==> src/rtl/mmu_pkg.sv <==
package mmu_pkg;
  typedef enum logic {
    CHK_LIMIT = 1'b0,
    CHK_RANGE = 1'b1
  } chk_mode_e;

  typedef enum logic {
    SEL_BASE = 1'b0,
    SEL_SIZE = 1'b1
  } reg_sel_e;
endpackage

==> src/rtl/mmu_regs.sv <==
module mmu_regs
  import mmu_pkg::*;
#(
  parameter int PA_W = 20
) (
  input  logic            clk,
  input  logic            rst,
  input  logic            sup_mode,
  input  logic            wr_en,
  input  logic            wr_sel,
  input  logic [PA_W-1:0] wr_data,
  output logic [PA_W-1:0] base_q,
  output logic [PA_W-1:0] size_q,
  output logic            priv_err_q
);
  logic legal_wr;
  assign legal_wr = wr_en && sup_mode;

  always_ff @(posedge clk) begin
    if (rst) begin
      base_q     <= '0;
      size_q     <= '0;
      priv_err_q <= 1'b0;
    end else begin
      priv_err_q <= wr_en && !sup_mode;
      if (legal_wr && reg_sel_e'(wr_sel) == SEL_BASE) base_q <= wr_data;
      if (legal_wr && reg_sel_e'(wr_sel) == SEL_SIZE) size_q <= wr_data;
    end
  end

  // user-mode write leaves state untouched
  assert_user_wr_ignored_R9: assert property (@(posedge clk) disable iff (rst)
    (wr_en && !sup_mode) |=> ($stable(base_q) && $stable(size_q)));

  // supervisor write lands in the selected register
  assert_sup_wr_base_R8: assert property (@(posedge clk) disable iff (rst)
    (wr_en && sup_mode && !wr_sel) |=> (base_q == $past(wr_data)));

  assert_sup_wr_size_R8: assert property (@(posedge clk) disable iff (rst)
    (wr_en && sup_mode && wr_sel) |=> (size_q == $past(wr_data)));
endmodule

==> src/rtl/mmu_xlate.sv <==
module mmu_xlate
  import mmu_pkg::*;
#(
  parameter int LA_W = 16,
  parameter int PA_W = 20
) (
  input  logic [LA_W-1:0] laddr,
  input  logic [PA_W-1:0] base,
  input  logic [PA_W-1:0] size,
  input  logic            mode,
  output logic [PA_W-1:0] paddr,
  output logic            carry,
  output logic            pass
);
  localparam int SUM_W = PA_W + 1;

  logic [SUM_W-1:0] sum_w;
  logic [SUM_W-1:0] top_w;
  logic [PA_W-1:0]  laddr_ext;
  logic             lim_ok;
  logic             rng_ok;

  assign laddr_ext = PA_W'(laddr);
  assign sum_w     = {1'b0, base} + {1'b0, laddr_ext};
  assign top_w     = {1'b0, base} + {1'b0, size};
  assign paddr     = sum_w[PA_W-1:0];
  assign carry     = sum_w[PA_W];

  assign lim_ok = laddr_ext < size;
  assign rng_ok = (sum_w >= {1'b0, base}) && (sum_w < top_w);

  always_comb begin
    unique case (chk_mode_e'(mode))
      CHK_LIMIT: pass = lim_ok && !carry;
      CHK_RANGE: pass = rng_ok && !carry;
      default:   pass = 1'b0;
    endcase
  end
endmodule

==> src/rtl/mmu_reloc.sv <==
module mmu_reloc
  import mmu_pkg::*;
#(
  parameter int LA_W = 16,
  parameter int PA_W = 20
) (
  input  logic            clk,
  input  logic            rst,
  input  logic            sup_mode,
  input  logic            reg_we,
  input  logic            reg_sel,
  input  logic [PA_W-1:0] reg_wdata,
  input  logic            req_valid,
  input  logic [LA_W-1:0] req_laddr,
  input  logic            range_mode,
  output logic            rsp_valid,
  output logic [PA_W-1:0] rsp_paddr,
  output logic            rsp_fault,
  output logic            priv_err
);
  logic [PA_W-1:0] base_q, size_q, paddr_c;
  logic            carry_c, pass_c;

  mmu_regs #(.PA_W(PA_W)) u_regs (
    .clk       (clk),
    .rst       (rst),
    .sup_mode  (sup_mode),
    .wr_en     (reg_we),
    .wr_sel    (reg_sel),
    .wr_data   (reg_wdata),
    .base_q    (base_q),
    .size_q    (size_q),
    .priv_err_q(priv_err)
  );

  mmu_xlate #(.LA_W(LA_W), .PA_W(PA_W)) u_xlate (
    .laddr(req_laddr),
    .base (base_q),
    .size (size_q),
    .mode (range_mode),
    .paddr(paddr_c),
    .carry(carry_c),
    .pass (pass_c)
  );

  always_ff @(posedge clk) begin
    if (rst) begin
      rsp_valid <= 1'b0;
      rsp_fault <= 1'b0;
      rsp_paddr <= '0;
    end else begin
      rsp_valid <= req_valid && pass_c;
      rsp_fault <= req_valid && !pass_c;
      rsp_paddr <= (req_valid && pass_c) ? paddr_c : '0;
    end
  end

  // one response kind per request, none when idle
  assert_one_resp_R7: assert property (@(posedge clk) disable iff (rst)
    req_valid |=> (rsp_valid ^ rsp_fault));

  assert_idle_quiet_R7: assert property (@(posedge clk) disable iff (rst)
    !req_valid |=> !(rsp_valid || rsp_fault));

  // faulting access never presents an address
  assert_fault_no_addr_R6: assert property (@(posedge clk) disable iff (rst)
    rsp_fault |-> (rsp_paddr == '0 && !rsp_valid));

  // carry out of the add traps
  assert_carry_trap_R5: assert property (@(posedge clk) disable iff (rst)
    (req_valid && carry_c) |=> rsp_fault);

  // limit form rejects addresses at or above the size
  assert_limit_form_R3: assert property (@(posedge clk) disable iff (rst)
    (req_valid && !range_mode && PA_W'(req_laddr) >= size_q) |=> rsp_fault);

  // passing response carries the relocated address
  assert_reloc_sum_R2: assert property (@(posedge clk) disable iff (rst)
    req_valid |=> (!rsp_valid ||
                   rsp_paddr == PA_W'($past(PA_W'(req_laddr)) + $past(base_q))));
endmodule

==> config.mk <==
export PLATFORM = sky130hd
export DESIGN_NAME = mmu_reloc
export DESIGN_NICKNAME = d
export VERILOG_FILES = /design/src/rtl/mmu_pkg.sv /design/src/rtl/mmu_regs.sv /design/src/rtl/mmu_xlate.sv /design/src/rtl/mmu_reloc.sv
export SDC_FILE = /design/constraint.sdc
export NUM_CORES = 1
export LEC_CHECK = 0
export BUFFER_PORTS_ARGS = -buffer_cell sky130_fd_sc_hd__buf_2
export CORE_AREA = 4 4 124 126
export CTS_CLUSTER_DIAMETER = 120
export DETAILED_ROUTE_END_ITERATION = 12
export DIE_AREA = 0 0 128 130
export GPL_TIMING_DRIVEN = 1
export MAX_ROUTING_LAYER = met4
export SLEW_MARGIN = 20
export SYNTH_ARGS = -nofsm -noshare
export SYNTH_HDL_FRONTEND = slang
export SYNTH_SLANG_ARGS = --single-unit
export TNS_END_PERCENT = 5
==> constraint.sdc <==
create_clock -name clk -period 4.2 [get_ports clk]
set_input_delay 0.42 -clock clk [delete_from_list [all_inputs] [get_ports clk]]
set_output_delay 0.42 -clock clk [all_outputs]
set_load 0.05 [all_outputs]
==> results of run 1 <==
-- critical path, stage by stage, from the launching register on --
cell      delay [ps]
dfxtp_4          360
ha_4             160
inv_2             50
fa_2             210
nor2b_2           50
o31a_1           290
o21ai_1          130
nand2b_1          80
a21o_1           170
a21oi_2          130
xor2_1           190
ha_1             280
a21oi_1          120
o21ai_1           80
a21oi_1          120
o21ai_1          110
a311oi_2         320
o31ai_2          130
a311oi_2         260
a211oi_2          70
o32a_4           450
buf_8            160
nor2_1            70
-- layout make-up --
cell class | count | share of cell area (%)
clock buffers | 11 | 3.66
clock inverters | 5 | 1.23
inverters | 43 | 2.43
multi-input cells | 520 | 56.3
flip-flops and latches | 63 | 19.1
well taps | 184 | 3.47
repair buffers | 142 | 13.8
-- power groups by stage --
stage	sequential [mW]	combinational, mW	clock, mW
5_1_grt	0.642	0.599	0.871
3_3_place_gp	0.652	0.476	0
4_1_cts	0.640	0.490	0.832
3_5_place_dp	0.653	0.480	0
2_1_floorplan	0.689	0.283	0
6_report	0.640	0.539	0.817
-- kinds of logic after synthesis --
logic type      share of synthesized area [%]
mux                                     0.223
fa+ha+maj                                21.6
simple gates                             20.5
compound gates                           22.0
xor+xnor                                 5.74
flops                                    25.0
buf+inv                                  4.92
-- path summary, 6_finish.rpt --
| kind | to | depth (start not counted) |
|---|---|---|
| worst max-delay path | rsp_paddr[8]$_SDFF_PP0_ | 22 |
| worst min-delay path | u_regs.priv_err_q$_SDFF_PP0_ | 2 |
| worst max register to register | rsp_paddr[8]$_SDFF_PP0_ | 22 |
| worst min register to register | u_regs.size_q[5]$_SDFFE_PP0P_ | 2 |
-- per-stage QoR --
| step | worst slack [ps] | utilization (%) | instance area [sq um] | power, mW |
|---|---|---|---|---|
| 2_1_floorplan | 118 | - | 5040 | 0.972 |
| 3_3_place_gp | -215 | 42.3 | 6060 | 1.13 |
| 3_5_place_dp | -294 | 42.3 | 6060 | 1.13 |
| 4_1_cts | 11.7 | 44.8 | 6420 | 1.96 |
| 5_1_grt | -120 | 46.4 | 6640 | 2.11 |
| 6_report | 123 | 46.4 | 6640 | 2.00 |
-- repair_timing --
| action | in CTS | in global routing |
|---|---|---|
| pin swaps | 5 | 46 |
| setup buffers | 0 | 4 |
| gates resized for setup | 7 | 50 |
| endpoints found under the hold margin | 0 | 0 |
| setup endpoints to repair | 21 | 22 |
-- registers in the layout, indices dropped and copies added, names as in the netlist --
signal             count
rsp_fault              1
u_regs.base_q         20
rsp_valid              1
u_regs.priv_err_q      1
rsp_paddr             20
u_regs.size_q         20
-- synthesized netlist by cell type, types with 2 or more instances --
| library cell | count | area share, % |
|---|---|---|
| a2111oi_0 | 3 | 0.52 |
| a211o_1 | 2 | 0.35 |
| a211oi_1 | 8 | 1.2 |
| a21o_1 | 21 | 3.1 |
| a21oi_1 | 79 | 7.8 |
| a221oi_1 | 2 | 0.35 |
| a31o_2 | 3 | 0.52 |
| a31oi_1 | 4 | 0.50 |
| a41oi_1 | 2 | 0.35 |
| and2_1 | 6 | 0.75 |
| and3_1 | 6 | 0.75 |
| and4_1 | 2 | 0.35 |
| clkbuf_1 | 17 | 1.3 |
| dfxtp_1 | 63 | 25 |
| fa_1 | 2 | 0.79 |
| ha_1 | 83 | 21 |
| inv_1 | 43 | 3.2 |
| nand2_1 | 115 | 8.6 |
| nand2b_1 | 9 | 1.1 |
| nand3_1 | 8 | 0.79 |
| nand3b_1 | 2 | 0.30 |
| nand4_1 | 8 | 0.99 |
| nor2_1 | 39 | 2.9 |
| nor2b_1 | 6 | 0.75 |
| nor3_1 | 11 | 1.1 |
| nor3_2 | 2 | 0.40 |
| nor4_1 | 3 | 0.37 |
| o211a_1 | 2 | 0.40 |
| o211ai_1 | 2 | 0.30 |
| o21a_1 | 3 | 0.45 |
| o21ai_0 | 16 | 1.6 |
| o21bai_1 | 6 | 0.89 |
| o311a_1 | 2 | 0.40 |
| o31a_1 | 4 | 0.70 |
| o31ai_1 | 2 | 0.30 |
| or2_2 | 4 | 0.50 |
| or3_1 | 3 | 0.37 |
| xnor2_1 | 19 | 3.3 |
| xor2_1 | 14 | 2.4 |
-- per-layer routing --
layer	vias up	share of wire [%]	global-route usage [%]
met1	2116	52	24.1
met5	-	0	-
met3	11	5.0	3.03
li1	2552	-	-
met4	0	1.2	4.81
met2	99	42	25.5
-- cells in the final DEF, fill, tap and decap left out, types with 7 or more instances in the layout --
master and instances:
xnor2_1 19, nand3_1 7, clkbuf_16 9, nor3_1 10
nor2_1 29, ha_1 82, a21oi_2 8, xor2_1 13
nand2_1 115, nand4_1 8, buf_4 74, a21o_1 21
buf_2 65, o21ai_0 13, nand2b_1 8, dfxtp_1 59
a21oi_1 71, inv_1 42
==> impl_metrics.env, run 1 <==
export IMPL_place_congestion=0.875
export IMPL_crit_arrival_ps=4340
export IMPL_die_w_um=128
export IMPL_cts_tree="built"
export IMPL_clock_path_buffers=2
export IMPL_setup_tns_ps=0
export IMPL_first_iter_violations=238
export IMPL_min_period_ps=4080
export IMPL_power_density_nw_per_um2=301
export IMPL_slew_headroom_pct=42.1
export IMPL_io_pins=66
export IMPL_globalRouteTotalUtil_pct=17.2
export IMPL_p_switching_mw=0.606
export IMPL_clk_pin_slew_worst_paths_ps=50
export IMPL_synth_warnings=0
export IMPL_vias_per_cell=4.94
export IMPL_root_buffer="clkbuf_16"
export IMPL_drtPass1Iterations=5
export IMPL_gr_total_overflow=0
export IMPL_synth_nets=774
export IMPL_fill_cells=1470
export IMPL_clk_latency_ps=330
export IMPL_crit_path_start="u_regs.base_q[0]$_SDFFE_PP0P_"
export IMPL_ys_flop_type="dfxtp_1"
export IMPL_drc=0
export IMPL_fmaxAchievable_mhz=245
export IMPL_numCtsBuffers=9
export IMPL_hold_class="input pin to register"
export IMPL_seqPwrFrac_pct=32.0
export IMPL_cts_hold_buf=0
export IMPL_total_leakage_power_nw=3.01
export IMPL_synthDistinctLibCells=59
export IMPL_synth_seq_cells=63
export IMPL_period_share_pct=97.1
export IMPL_worst_setup_path_start_kind="register"
export IMPL_slew_viol_final=0
export IMPL_finalWirelength_um=13900
export IMPL_netlist_area_sq_um=5040
export IMPL_hpwl_um=11100
export IMPL_area_growth_pct=31.8
export IMPL_hp_start="sup_mode"
export IMPL_finClkSkew_ps=9.99
export IMPL_seq_area_sq_um=1270
export IMPL_cts_sinks=63
export IMPL_p_comb_share_pct=27.0
export IMPL_dieArea_sq_um=16600
export IMPL_syn_avg_cell_area_sq_um=7.80
export IMPL_fp_row_count=44
export IMPL_tightest_slew_ps=866
export IMPL_yosysSeqAreaShare_pct=25.0
export IMPL_critical_path_max_fanout=8
export IMPL_die_y_um=130
export IMPL_initial_core_util_pct=35.2
export IMPL_clkPwrFrac_pct=40.9
export IMPL_multi_input_area_sq_um=3740
export IMPL_grt_pass1_vias=4598
export IMPL_r2r_setup_slack_ps=120
export IMPL_status="finished, final reports clean"
export IMPL_p_int_mw=1.39
export IMPL_io_buffers=65
export IMPL_ant_nets=0
export IMPL_drive_gt1_share_pct=26.9
export IMPL_instances_no_fill=968
export IMPL_setup_violations=0
export IMPL_crit_type="register to register"
export IMPL_final_nets=907
export IMPL_holdWs_ps=279
export IMPL_rsz0062_at_grt="true"
export IMPL_h_tree_depth=3
export IMPL_worstPathRequired_ps=4470
export IMPL_vias=4778
export IMPL_grt_pass1_wl_um=22200
export IMPL_place_inst=948
export IMPL_vdd_ir_drop_max_v=0.000217
export IMPL_antenna_found_initial=0
export IMPL_async_reset_ff_share_pct=0
export IMPL_wl_per_cell_um=14.4
export IMPL_hold_violations=0
export IMPL_synth_edf_count=0
export IMPL_crit_path_end_kind="register"
export IMPL_coreArea_sq_um=14300
export IMPL_switching_share_pct=30.4
export IMPL_timing_rr_start="u_regs.base_q[0]$_SDFFE_PP0P_"
export IMPL_diodes=0
export IMPL_grt_max_degree=44
export IMPL_drv_cap=0
export IMPL_synthCells=646
Power figures use the tool's default switching activity.
==> run 2: changes to the inputs <==
CORE_AREA = 2 2 129 131   (was 4 4 124 126)
DIE_AREA = 0 0 131 133   (was 0 0 128 130)
SYNTH_HIERARCHICAL = 1   (was default)
==> run 2 against run 1 <==
  * The run now ends with negative setup slack left
  * Final area increased by 8.9%
  * Hold slack better by 20 ps
  * Highest routed layer unchanged
  * Total power grew 3.2%
  * Largest cell class unchanged
==> impl_metrics.env, run 2 <==
export IMPL_wl_per_cell_um=15.2
export IMPL_worstPathRequired_ps=4430
export IMPL_fp_row_count=47
export IMPL_violations="negative setup slack"
export IMPL_slowest_stage="fa_2"
export IMPL_die_y_um=133
export IMPL_grt_pass1_vias=4794
export IMPL_ys_flop_type="dfxtp_1"
export IMPL_grt_pass1_wl_um=24300
export IMPL_tightest_slew_ps=1040
export IMPL_layout_commonest_cell="ha_1"
export IMPL_finClkSkew_ps=9.61
export IMPL_h_tree_depth=3
export IMPL_synthDistinctLibCells=73
export IMPL_rsz0062_at_grt="true"
export IMPL_r2r_setup_slack_ps=-50
export IMPL_syn_avg_cell_area_sq_um=8.77
export IMPL_critical_path_max_fanout=6
export IMPL_synth_edf_count=0
export IMPL_p_comb_share_pct=31.0
export IMPL_die_w_um=131
export IMPL_slew_headroom_pct=30.9
export IMPL_period_share_pct=101
export IMPL_clkPwrFrac_pct=37.7
export IMPL_yosysTopAreaCell="dfxtp_1"
export IMPL_vias=5054
export IMPL_multi_input_area_sq_um=4220
export IMPL_final_cell_mix="ha_1 (81), buf_4 (77), nand2b_1 (69)"
export IMPL_top_regs="rsp_paddr: 20 flops, u_regs/base_q: 20 flops, u_regs/size_q: 20 flops"
export IMPL_min_period_ps=4250
export IMPL_vias_per_cell=5.03
export IMPL_synth_area_leaders="dfxtp_1 (22%), ha_1 (18%), nand2b_1 (7.7%), mux2i_1 (7.3%), inv_1 (3.9%)"
export IMPL_hp_start="sup_mode"
export IMPL_synth_seq_cells=63
export IMPL_root_buffer="clkbuf_16"
export IMPL_dieArea_sq_um=17400
export IMPL_grt_busiest_layer="met1"
export IMPL_use_met2_pct=26.7
export IMPL_hold_class="input pin to register"
export IMPL_crit_arrival_ps=4470
export IMPL_initial_core_util_pct=34.8
export IMPL_crit_path_end_kind="register"
export IMPL_worst_setup_path_start_kind="register"
export IMPL_p_int_mw=1.41
export IMPL_ant_nets=0
export IMPL_power_density_nw_per_um2=285
export IMPL_power_mw=2.06
export IMPL_clk_pin_slew_worst_paths_ps=60
export IMPL_clock_path_buffers=2
export IMPL_antenna_found_initial=0
export IMPL_setup_violations=11
export IMPL_max_stage_delay_ps=350
export IMPL_io_pins=66
export IMPL_cts_sinks=63
export IMPL_setup_slack_ps=-46.5
export IMPL_clk_latency_ps=340
export IMPL_synthCells=642
export IMPL_final_nets=907
export IMPL_io_buffers=65
export IMPL_async_reset_ff_share_pct=0
export IMPL_worstPathCellList="ha_2 > inv_1 > fa_2 > nor2b_2 > o31ai_1 > buf_4 > a21oi_4 > nor2_4 > xnor2_1 > ha_1 > a211o_1 > o2111ai_1 > o21ba_2 > a21oi_2 > maj3_2 > a31o_4 > a211oi_2 > buf_4 > o41ai_4 > buf_4 > buf_6 > and4b_2"
export IMPL_area_growth_pct=28.4
export IMPL_grt_util_met3_pct=2.91
export IMPL_synth_warnings=6
export IMPL_netlist_area_sq_um=5630
export IMPL_setup_tns_ps=-126
export IMPL_hpwl_um=11700
export IMPL_timing_rr_start="u_regs/base_q[0]$_SDFFE_PP0P_"
export IMPL_vdd_ir_drop_max_v=0.000213
export IMPL_diodes=0
export IMPL_rr_worst_depth=22
export IMPL_gr_total_overflow=0
export IMPL_r2r_end="rsp_paddr[15]$_SDFF_PP0_"
export IMPL_drive_gt1_share_pct=27.0
export IMPL_crit_type="register to register"
export IMPL_seq_area_sq_um=1270
export IMPL_fill_cells=1633
export IMPL_coreArea_sq_um=16200
export IMPL_yosysSeqAreaShare_pct=22.4
export IMPL_holdPathStages=2
export IMPL_grt_use_met1_pct=26.7
export IMPL_synth_top_area_share_pct=22.4
export IMPL_grt_max_degree=84
export IMPL_min_to="u_regs/priv_err_q$_SDFF_PP0_"
export IMPL_seqPwrFrac_pct=31.3
export IMPL_critPathTopFamily="compound AO/OA/AOI/OAI gates"
export IMPL_fmaxAchievable_mhz=235
export IMPL_finalWirelength_um=15200
export IMPL_place_congestion=0.879
export IMPL_numCtsBuffers=9
export IMPL_cts_hold_buf=0
export IMPL_cts_tree="built"
export IMPL_drv_cap=0
export IMPL_worstPathBufferInverterCount=5
export IMPL_cp_common_cell="buf_4"
export IMPL_final_util_pct=44.7
export IMPL_status="complete, but fails checks"
export IMPL_synth_common_cells="ha_1 (83), nand2b_1 (69), dfxtp_1 (63)"
export IMPL_slew_viol_final=0
export IMPL_first_iter_violations=303
export IMPL_total_leakage_power_nw=3.34
export IMPL_hold_violations=0
export IMPL_drc=0
export IMPL_synth_nets=770
export IMPL_globalRouteTotalUtil_pct=18.5
export IMPL_p_switching_mw=0.652
export IMPL_synth_most_common_cell="ha_1"
export IMPL_switching_share_pct=31.6
export IMPL_drtPass1Iterations=5
-- run 2: cell types whose count changed in the layout (fill, tap and decap cells not counted), sizes merged, moves of 5 or more --
| cell | before | now |
|---|---|---|
| nand2 | 115 | 19 |
| nand2b | 9 | 69 |
| a21oi | 79 | 29 |
| mux2i | 0 | 41 |
| and4b | 0 | 20 |
| inv | 43 | 59 |
| a21o | 21 | 13 |
| nor2 | 39 | 31 |
| o21ai | 17 | 24 |
| o211ai | 2 | 7 |
-- run 2: worst max path at each step --
stage,startpoint,endpoint,slack [ps],cells after the start
finish,u_regs/base_q[0]$_SDFFE_PP0P_,rsp_paddr[15]$_SDFF_PP0_,-50,22
global route,u_regs/base_q[1]$_SDFFE_PP0P_,rsp_paddr[14]$_SDFF_PP0_,-350,22
CTS,u_regs/base_q[0]$_SDFFE_PP0P_,rsp_paddr[15]$_SDFF_PP0_,-140,21
detailed placement,req_laddr[1],rsp_paddr[15]$_SDFF_PP0_,-530,25
global placement,req_laddr[1],rsp_paddr[14]$_SDFF_PP0_,-400,25
floorplan,req_laddr[0],rsp_paddr[10]$_SDFF_PP0_,70,21
-- run 2: area by class of cell --
class	count	share of cell area (%)
well taps	220	3.81
flip-flops and latches	63	17.5
clock inverters	4	0.744
multi-input cells	501	58.4
inverters	59	3.06
repair buffers	145	13.0
clock buffers	12	3.55
-- run 2: timing repair --
action	4_1_cts	5_1_grt
buffers inserted	5	2
gates resized for setup	28	20
pin swaps	26	16
gates cloned	1	0
endpoints found under the setup margin	22	22
-- run 2: per-stage QoR --
stage	setup WS (ps)	instances	cell area, sq um	hold WS (ps)
global placement	-402	982	6660	490
global route	-353	1004	7230	318
finish	-46.5	1004	7230	299
detailed placement	-529	982	6660	498
CTS	-138	1003	7130	288
floorplan	68.2	642	5630	465
-- run 2: per-layer routing --
metal  wire length [um]  up-vias
met5                  0        -
met2               6570      123
met3                675       10
met1               7840     2312
li1                   -     2609
met4                159        0
-- run 2: worst reg2reg max path, cell delays in order, from the launching register on --
cell	delay, ps
dfxtp_2	340
ha_2	180
inv_1	60
fa_2	350
nor2b_2	130
o31ai_1	70
buf_4	160
a21oi_4	180
nor2_4	60
xnor2_1	200
ha_1	280
a211o_1	290
o2111ai_1	180
o21ba_2	150
a21oi_2	30
maj3_2	320
a31o_4	220
a211oi_2	170
buf_4	150
o41ai_4	70
buf_4	180
buf_6	130
and4b_2	240
-- run 2: cells by family after synthesis --
logic type,count (synthesis),share of synthesized area (%)
DFF,63,22.4
adders and majority gates,86,19.3
xor gates and xnor gates,31,5.09
and+or+nand+nor,206,22.2
muxes,41,7.29
AOI/OAI and AO/OA,137,17.3
buffers and inverters,78,6.33
-- run 2: power groups by stage --
stage                     combinational (mW)  clock (mW)  sequential [mW]
final                                  0.639       0.776            0.645
after global routing                   0.704       0.820            0.648
after CTS                              0.609       0.795            0.645
after detailed placement               0.571           0            0.657
after global placement                 0.568           0            0.658
after floorplan                        0.329           0            0.699
==> run 3: changes to the inputs <==
PLACE_DENSITY = 0.64   (was default)
==> run 3 against run 2 <==
  * The flow still finishes with violations (negative setup slack)
  * Sequential power about the same
  * Combinational power down 6.9%
  * Worst setup slack worse by 160 ps
  * Maximum frequency down 3.6%
  * Via count down 1.5%
  * Clock power down 7.3%
  * Flip-flop and latch count unchanged
  * Total power down 5.0%
  * Hold slack better by 1.2 ps
  * Critical path type unchanged
  * Largest cell class unchanged
==> impl_metrics.env, run 3 (synthesized netlist as in run 2, its figures left out) <==
export IMPL_status="complete, but fails checks"
export IMPL_violations="negative setup slack"
export IMPL_grt_pass1_vias=4684
export IMPL_fmaxAchievable_mhz=227
export IMPL_vias=4976
export IMPL_fp_row_count=47
export IMPL_hold_violations=0
export IMPL_final_cell_mix="ha_1 (82), nand2b_1 (68), buf_2 (64)"
export IMPL_io_buffers=65
export IMPL_worstPathRequired_ps=4500
export IMPL_finClkSkew_ps=12.5
export IMPL_grt_pass1_wl_um=23600
export IMPL_r2r_setup_slack_ps=-210
export IMPL_hold_class="input pin to register"
export IMPL_initial_core_util_pct=34.8
export IMPL_worst_setup_path_start_kind="register"
export IMPL_setup_slack_ps=-206
export IMPL_drc=0
export IMPL_drtPass1Iterations=5
export IMPL_slowest_stage="o41ai_4"
export IMPL_clock_path_buffers=2
export IMPL_layout_commonest_cell="ha_1"
export IMPL_holdWs_ps=300
export IMPL_clk_latency_ps=350
export IMPL_fill_cells=1592
export IMPL_setup_violations=22
export IMPL_grt_max_degree=84
export IMPL_crit_type="register to register"
export IMPL_critical_path_max_fanout=6
export IMPL_diodes=0
export IMPL_dieArea_sq_um=17400
export IMPL_total_leakage_power_nw=3.23
export IMPL_die_w_um=131
export IMPL_r2r_end="rsp_paddr[15]$_SDFF_PP0_"
export IMPL_crit_arrival_ps=4700
export IMPL_io_pins=66
export IMPL_max_stage_delay_ps=500
export IMPL_top_regs="rsp_paddr: 20 flops, u_regs/base_q: 20 flops, u_regs/size_q: 20 flops"
export IMPL_cts_tree="built"
export IMPL_critPathCapture="rsp_paddr[15]$_SDFF_PP0_"
export IMPL_wl_per_cell_um=14.9
export IMPL_multi_input_area_sq_um=4180
export IMPL_worst_path_stages=19
export IMPL_vias_per_cell=5.05
export IMPL_worstPathCellList="ha_1 > inv_1 > fa_1 > nand2b_4 > a211oi_2 > buf_4 > o31a_1 > o2111ai_1 > a31oi_1 > a21o_1 > a21oi_1 > ha_1 > and3_1 > and4_1 > o2111ai_2 > a31oi_2 > o41ai_4 > buf_4 > and4b_2"
export IMPL_cts_sinks=63
export IMPL_rsz0062_at_grt="true"
export IMPL_slew_headroom_pct=25.7
export IMPL_rr_worst_depth=19
export IMPL_coreArea_sq_um=16200
export IMPL_slew_viol_final=0
export IMPL_timing_rr_start="u_regs/base_q[0]$_SDFFE_PP0P_"
export IMPL_globalRouteTotalUtil_pct=17.8
export IMPL_ant_nets=0
export IMPL_hpwl_um=11200
export IMPL_vdd_ir_drop_max_v=0.000195
export IMPL_area_growth_pct=24.7
export IMPL_finalWirelength_um=14700
export IMPL_h_tree_depth=3
export IMPL_root_buffer="clkbuf_16"
export IMPL_clk_pin_slew_worst_paths_ps=60
export IMPL_antenna_found_initial=0
export IMPL_crit_path_end_kind="register"
export IMPL_min_period_ps=4410
export IMPL_cts_hold_buf=0
export IMPL_drv_cap=0
export IMPL_drive_gt1_share_pct=24.7
export IMPL_power_density_nw_per_um2=279
export IMPL_seq_area_sq_um=1270
export IMPL_final_nets=889
export IMPL_place_inst=965
export IMPL_numCtsBuffers=9
export IMPL_critPathTopFamily="compound AO/OA/AOI/OAI gates"
export IMPL_instances_no_fill=986
export IMPL_tightest_slew_ps=1110
export IMPL_die_y_um=133
export IMPL_first_iter_violations=262
export IMPL_place_congestion=0.898
export IMPL_place_ws_ps=-418
export IMPL_crit_path_start="u_regs/base_q[0]$_SDFFE_PP0P_"
export IMPL_gr_total_overflow=0
export IMPL_period_share_pct=105
export IMPL_worstPathBufferInverterCount=3
## run 3: changes by cell type in the layout (fill, tap and decap cells not counted), sizes merged
cell and delta:
inv +3, clkbuf -3, clkinv +1, bufinv -1
buf -18
## run 3: how the worst min path moves through the flow
stage | end | slack (ps) | startpoint | cells after the start
floorplan | u_regs/size_q[13]$_SDFFE_PP0P_ | 470 | u_regs/size_q[13]$_SDFFE_PP0P_ | 2
global placement | u_regs/size_q[1]$_SDFFE_PP0P_ | 480 | u_regs/size_q[1]$_SDFFE_PP0P_ | 2
detailed placement | u_regs/size_q[16]$_SDFFE_PP0P_ | 490 | u_regs/size_q[16]$_SDFFE_PP0P_ | 2
CTS | u_regs/priv_err_q$_SDFF_PP0_ | 280 | sup_mode | 2
global route | u_regs/priv_err_q$_SDFF_PP0_ | 320 | sup_mode | 2
finish | u_regs/priv_err_q$_SDFF_PP0_ | 300 | sup_mode | 2
## run 3: cell type report
class,instances,area share (%)
tap,220,3.92
timing repair buffer,127,11.4
inverter,59,3.16
sequential,63,18.0
clock inverter,7,0.784
clock buffer,9,3.21
multi-input combinational,501,59.5
## run 3: worst reg2reg max path: stages (launching register included)
cell and delay (ps):
dfxtp_2 360, ha_1 170, inv_1 50, fa_1 410
nand2b_4 170, a211oi_2 270, buf_4 150, o31a_1 200
o2111ai_1 170, a31oi_1 290, a21o_1 150, a21oi_1 80
ha_1 310, and3_1 210, and4_1 210, o2111ai_2 70
a31oi_2 140, o41ai_4 500, buf_4 230, and4b_2 210
## run 3: power by group
part	internal, mW	switching, mW
Sequential	0.624	0.0190
Clock	0.405	0.314
Combinational	0.261	0.334
Total	1.29	0.667
## run 3: layer usage
metal  GRT usage (%)  part of all wire [%]  up-vias
met4            5.91                   1.7        0
li1                -                     -     2572
met5               -                     0        -
met3            3.07                   5.1       19
met1            25.8                    52     2257
met2            24.9                    42      128
## run 3: timing repair
| item | CTS | global route |
|---|---|---|
| gates resized for setup | 14 | 25 |
| pin swaps | 3 | 38 |
| setup endpoints to repair | 22 | 22 |
| buffers inserted | 0 | 7 |
| cloned | 0 | 1 |
## run 3: per-stage QoR
| step | util, % | power, mW | cell area [sq um] | setup TNS, ps |
|---|---|---|---|---|
| final | 43.4 | 1.96 | 7020 | -3640 |
| after global routing | 43.4 | 2.07 | 7020 | -9160 |
| after CTS | 42.4 | 1.94 | 6850 | -824 |
| after detailed placement | 40.3 | 1.20 | 6520 | -8350 |
| after global placement | 40.3 | 1.20 | 6520 | -7280 |
| after floorplan | - | 1.03 | 5630 | 0 |
